`src/rtl/clkdiv_pkg.sv`:
```
`timescale 1ns/1ps
package clkdiv_pkg;
    localparam int FW        = 6;
    localparam int TW        = FW + 1;
    localparam int HI_LSB    = FW;
    localparam int STR_BIT   = 2 * FW;
    localparam int BYP_BIT   = 2 * FW + 1;
    localparam int NOUPD_BIT = 2 * FW + 2;

    // Packed so that the struct maps directly onto word bits BYP_BIT..0
    typedef struct packed {
        logic          bypass;
        logic          stretch;
        logic [FW-1:0] hi;
        logic [FW-1:0] lo;
    } div_cfg_t;

    typedef enum logic [1:0] {
        ST_LOCKED = 2'd0,
        ST_WAIT   = 2'd1,
        ST_SETTLE = 2'd2
    } ctl_state_t;

    localparam div_cfg_t RESET_CFG = '{bypass: 1'b1, stretch: 1'b0, hi: '0, lo: '0};

    function automatic logic [FW-1:0] eff_count(input logic [FW-1:0] c);
        return (c == '0) ? FW'(1) : c;
    endfunction
endpackage

```
`src/rtl/clkdiv_ctrl.sv`:
```
`timescale 1ns/1ps
module clkdiv_ctrl
    import clkdiv_pkg::*;
(
    input  logic               clk,
    input  logic               rst_n,
    input  logic               wr_en,
    input  logic [NOUPD_BIT:0] wr_word,
    input  logic               wrap,
    output div_cfg_t           active_cfg,
    output logic               lock
);
    ctl_state_t st_q, st_d;
    div_cfg_t   pend_q;
    logic       accept, apply;

    assign accept = wr_en & ~wr_word[NOUPD_BIT];

    // next-state logic
    always_comb begin
        st_d  = st_q;
        apply = 1'b0;
        unique case (st_q)
            ST_LOCKED: ;
            ST_WAIT: begin
                if (wrap) begin
                    st_d  = ST_SETTLE;
                    apply = 1'b1;
                end
            end
            ST_SETTLE: begin
                if (wrap) st_d = ST_LOCKED;
            end
            default: st_d = ST_LOCKED;
        endcase
        if (accept) begin
            st_d  = ST_WAIT;
            apply = 1'b0;
        end
    end

    // state register
    always_ff @(posedge clk or negedge rst_n) begin
        if (!rst_n) st_q <= ST_LOCKED;
        else        st_q <= st_d;
    end

    always_ff @(posedge clk or negedge rst_n) begin
        if (!rst_n) begin
            pend_q     <= RESET_CFG;
            active_cfg <= RESET_CFG;
        end else begin
            if (accept) pend_q     <= div_cfg_t'(wr_word[BYP_BIT:0]);
            if (apply)  active_cfg <= pend_q;
        end
    end

    // outputs
    always_comb begin
        unique case (st_q)
            ST_LOCKED: lock = 1'b1;
            ST_WAIT:   lock = 1'b0;
            ST_SETTLE: lock = 1'b0;
            default:   lock = 1'b0;
        endcase
    end
endmodule

```
`src/rtl/clkdiv_gen.sv`:
```
`timescale 1ns/1ps
module clkdiv_gen
    import clkdiv_pkg::*;
(
    input  logic     clk,
    input  logic     rst_n,
    input  div_cfg_t cfg,
    output logic     wrap,
    output logic     clk_out
);
    logic [TW-1:0] cnt_q, hi_w, total;
    logic          q_pos, q_neg;

    assign hi_w  = {1'b0, eff_count(cfg.hi)};
    assign total = {1'b0, eff_count(cfg.lo)} + hi_w;
    assign wrap  = cfg.bypass | (cnt_q == total - 1'b1);

    // phase counter and rising-edge output register
    always_ff @(posedge clk or negedge rst_n) begin
        if (!rst_n) begin
            cnt_q <= '0;
            q_pos <= 1'b1;
        end else if (wrap) begin
            cnt_q <= '0;
            q_pos <= 1'b1;
        end else begin
            cnt_q <= cnt_q + 1'b1;
            q_pos <= (cnt_q + 1'b1) < hi_w;
        end
    end

    // half-cycle delayed copy for the stretched high phase
    always_ff @(negedge clk or negedge rst_n) begin
        if (!rst_n) q_neg <= 1'b1;
        else        q_neg <= q_pos;
    end

    always_comb begin
        if (cfg.bypass)       clk_out = clk;
        else if (cfg.stretch) clk_out = q_pos | q_neg;
        else                  clk_out = q_pos;
    end
endmodule

```
`src/rtl/clkdiv_hs.sv`:
```
`timescale 1ns/1ps
module clkdiv_hs
    import clkdiv_pkg::*;
#(
    parameter int WORD_W = 32
) (
    input  logic              clk_in,
    input  logic              rst_n,
    input  logic              wr_en,
    input  logic [WORD_W-1:0] wr_data,
    output logic              clk_out,
    output logic              lock
);
    localparam int USED_W = NOUPD_BIT + 1;

    div_cfg_t active_cfg;
    logic     wrap;
    logic     pad_unused;

    assign pad_unused = ^wr_data[WORD_W-1:USED_W];

    clkdiv_ctrl u_ctrl (
        .clk       (clk_in),
        .rst_n     (rst_n),
        .wr_en     (wr_en),
        .wr_word   (wr_data[USED_W-1:0]),
        .wrap      (wrap),
        .active_cfg(active_cfg),
        .lock      (lock)
    );

    clkdiv_gen u_gen (
        .clk    (clk_in),
        .rst_n  (rst_n),
        .cfg    (active_cfg),
        .wrap   (wrap),
        .clk_out(clk_out)
    );
endmodule

```
`config.mk`:
```
export PLATFORM = sky130hd
export DESIGN_NAME = clkdiv_hs
export DESIGN_NICKNAME = d
export VERILOG_FILES = /design/src/rtl/clkdiv_pkg.sv /design/src/rtl/clkdiv_ctrl.sv /design/src/rtl/clkdiv_gen.sv /design/src/rtl/clkdiv_hs.sv
export SDC_FILE = /design/constraint.sdc
export NUM_CORES = 1
export LEC_CHECK = 0
export BUFFER_PORTS_ARGS = -buffer_cell sky130_fd_sc_hd__buf_4
export CAP_MARGIN = 15
export CORE_ASPECT_RATIO = 0.6
export CORE_UTILIZATION = 40
export CTS_CLUSTER_DIAMETER = 200
export CTS_CLUSTER_SIZE = 30
export DETAILED_ROUTE_END_ITERATION = 8
export GPL_ROUTABILITY_DRIVEN = 0
export SKIP_LAST_GASP = 1
export SYNTH_ARGS = -nofsm -noshare
export SYNTH_HDL_FRONTEND = slang
export SYNTH_SLANG_ARGS = --single-unit
```
`constraint.sdc`:
```
create_clock -name clk_in -period 4.8 [get_ports clk_in]
set_input_delay 0.24 -clock clk_in [delete_from_list [all_inputs] [get_ports clk_in]]
set_output_delay 0.24 -clock clk_in [all_outputs]
set_load 0.005 [all_outputs]
```
==> summary.md <==
| Metric | Value |
|---|---|
| Status | complete, no violations |
| Synthesized area | between 2000 and 2500 µm² |
| R2R cell count | 13 |
| Cells after synthesis | approximately 180 |
| XOR/XNOR share of the synthesized area | 0.0570 |
| Met1 global-route usage | 0.222 |
| Synth top area share | 0.407 |
| Power per Cell Area | approximately 730 nW/µm² |
| Post-CTS sizing | 0 |
| Core ar. | a little over 5000 µm² |
| Num CTS Buffers | 5 |
| Syn Nets | 234 |
| Gr ovfl total | 0 |
| DR iter-0 viols | 19 |
| Root Driver | clkbuf_8 |
| Commonest non-fill, non-tap cell in the layout | dfrtp_1 |
| Mux cell area share after synthesis | 0.153 |
| CTS tree | yes |
| Worst min path class | in2reg |
| Final Power | between 1.5 and 2 mW |
| Nets@finish | 260 |
| Headroom to the max-slew limit | 0.607 |
| Setup TNS | 0 ns |
| DP HPWL | 2750 µm |
| Fin. max-slew vios | 0 |
| # port buffers | 19 |
| Ports | 37 |
| M2 GR Usage | 0.180 |
| Comb pwr share | 0.538 |
| Compound-cell area share of the yosys netlist | 0.0884 |
| Hold path depth | 3 |
| FF/Latch Area | between 900 and 1000 µm² |
| Routed Antenna Nets | 0 |
| First-pass GRT wire length | ~6300 µm |
| Initial Utilization | 0.420 |
| Switching share of power | 0.386 |
| MaxCap Viol Count | 0 |
| Met3 Usage GRT | 0.0463 |
| Critical Path End Type | output port |
| Layout cell share with drive strength beyond 1 | 0.298 |
| Arr. time, crit path | ~3.6 ns |
| Final core occ | 0.483 |
| Slew @ Worst Pin | ~0.59 ns |
| Global Route Usage Sum | 0.148 |
| Width of the die | 96.7 µm |
| Pre-CTS WS | ~1.4 ns |
| GR peak layer | met1 |
| Top cells by area, synth | dfrtp_1, ha_1, mux2_2 |
| Largest area contributor in the netlist | dfrtp_1 |
| Initial antenna violation count | 0 |
| Drt via density | between 4 and 5 |
| Psw | between 0.6 and 0.7 mW |
| Unrepaired setup endpoints after global routing | false |
| Critical Path RT | about 4.6 ns |
| Multi-input logic area | 1050 µm² |
| Std-Cell Rows | 20 |
| Routed Wire Length | 3640 µm |
| Vias | roughly 1300 |
| IR drop worst, VDD | 0.229 mV |
| Largest buffer count on any clock path | 2 |
| CTS clk-pin slew, worst paths | roughly 0.08 ns |
| H-Tree Depth | 2 |
| Largest family of logic cells by synthesized area | multiplexers |
| Yosys Warn Count | 0 |
| Leakage power | between 1 and 1.5 nW |
| N_diodes | 0 |
| Adder-cell share of the synthesized area | 0.108 |
| Internal | ~1.1 mW |
| Startpoint types | flop |
| Die Y | between 50 and 60 µm |
| Layout fillers | 467 |
| Simple-gate share of the synthesized area | 0.0791 |
| Clock Latency Late Sink | 0.35 ns |
| Largest net degree at the start of global routing | 40 |
| Final setup fails | 0 |
| Worst Setup Slack, final | between 1 and 1.5 ns |
| Flops & latches, synth | 39 |
| Vias in the first global route | 1282 |
| Initial DRT Pass Iterations | 4 |
| Drt wl/cell | about 13 µm |
| Full die area | roughly 5700 µm² |
| Clock power frac | 0.162 |
| Yosys cell types | 36 |
| Most frequent cells in the layout | dfrtp_1, inv_1, buf_4 |
| Critical path class | reg2out |
| Hold Vio Cnt, Final | 0 |
| Final clock skew | 0.0528 ns |
| Syn avg cell area | between 10 and 15 µm² |
| Seq/Total Area, Yosys | 0.456 |
| DRC | 0 |
| CP Max Fanout | 1 |
| Area growth syn-to-layout | 15.2% |
| Flop pwr share | 0.299 |
==> layer usage <==
layer  vias to the layer above  wire length, µm
li1                        668                -
met1                       620             2100
met2                        24             1310
met3                        10              147
met4                         0               80
met5                         -                0
==> final timing paths <==
kind	end	slack, ns	from
max in group asynchronous	u_gen.q_neg	1.65	rst_n
worst max register to register	u_ctrl.active_cfg[0]	1.51	u_ctrl.active_cfg[1]
worst max-delay path	clk_out	1.01	u_gen.q_neg
worst min register to register	u_ctrl.active_cfg[13]	0.48	u_ctrl.pend_q[13]
worst min-delay path	u_ctrl.pend_q[13]	0.15	wr_data[13]
min in group asynchronous	u_gen.cnt_q[6]	0.44	rst_n
==> cell usage after synthesis <==
cell type and n:
buf_12 1, dfstp_2 4, ha_1 17, dfrtp_1 35, nor4_1 1, o21bai_1 1
a211oi_2 1, a221oi_1 1, and3_1 1, mux2_4 10, inv_1 26, and2_1 6
nand3_1 4, fa_1 1, o21ai_0 5, and2b_1 1, or4b_1 1, clkbuf_1 2
o211a_4 1, a21oi_1 7, o31ai_1 2, a31o_1 1, nand2_1 2, a31oi_1 1
nor3_1 3, nor2_1 5, o21a_1 2, nor4b_2 1, a211oi_1 2, mux2_2 16
a21o_1 1, and3_2 1, xor2_1 6, xnor2_1 8, o21ai_4 1, nor2b_1 3
==> registers in the layout, summed over array words and instances (netlist names) <==
| signal | cells |
|---|---|
| u_ctrl.active_cfg | 14 |
| u_ctrl.st_q | 2 |
| u_gen.q_pos | 1 |
| u_gen.q_neg | 1 |
| u_gen.cnt_q | 7 |
| u_ctrl.pend_q | 14 |
==> final cells by class <==
type,instances,share of cell area
Clock inverter,4,0.0172
Inverter,25,0.0379
Sequential cell,39,0.396
Clock buffer,7,0.0323
Multi-Input combinational cell,113,0.422
Tap cell,66,0.0333
Timing Repair Buffer,20,0.0616
==> power groups by stage <==
| stage | Clock, mW | Combinational (mW) | Sequential, mW |
|---|---|---|---|
| floorplan | 0.00850 | 0.819 | 0.516 |
| global placement | 0.0175 | 0.957 | 0.544 |
| detailed placement | 0.0175 | 0.978 | 0.547 |
| CTS | 0.304 | 0.986 | 0.541 |
| global route | 0.319 | 1.10 | 0.558 |
| finish | 0.293 | 0.973 | 0.541 |
==> repair_timing <==
item | 4_1_cts | 5_1_grt
buffers inserted | 0 | 0
hold endpoints to repair | 35 | 0
hold buffers | 1 | 0
==> logic make-up (layout without fill, tap and decap cells) <==
kind of cell,count (synthesis),after routing
xor+xnor,14,14
buf+inv,29,56
fa+ha+maj,18,18
flops,39,39
simple gates,29,29
mux,26,26
compound gates,26,26
==> metrics by stage <==
stage / std cells / instance area, µm² / hold slack, ns
3_3_place_gp: 264 / 2360 / 0.238
2_1_floorplan: 181 / 2150 / -0.0556
4_1_cts: 274 / 2480 / 0.140
5_1_grt: 274 / 2480 / 0.156
3_5_place_dp: 264 / 2360 / 0.242
6_report: 274 / 2480 / 0.150
==> critical path, stage by stage, from the launching register on <==
cell      delay (ns)
dfstp_2         0.51
a211oi_1        0.06
a21oi_1         0.12
buf_4           0.12
(Power assumes the default switching activity.)
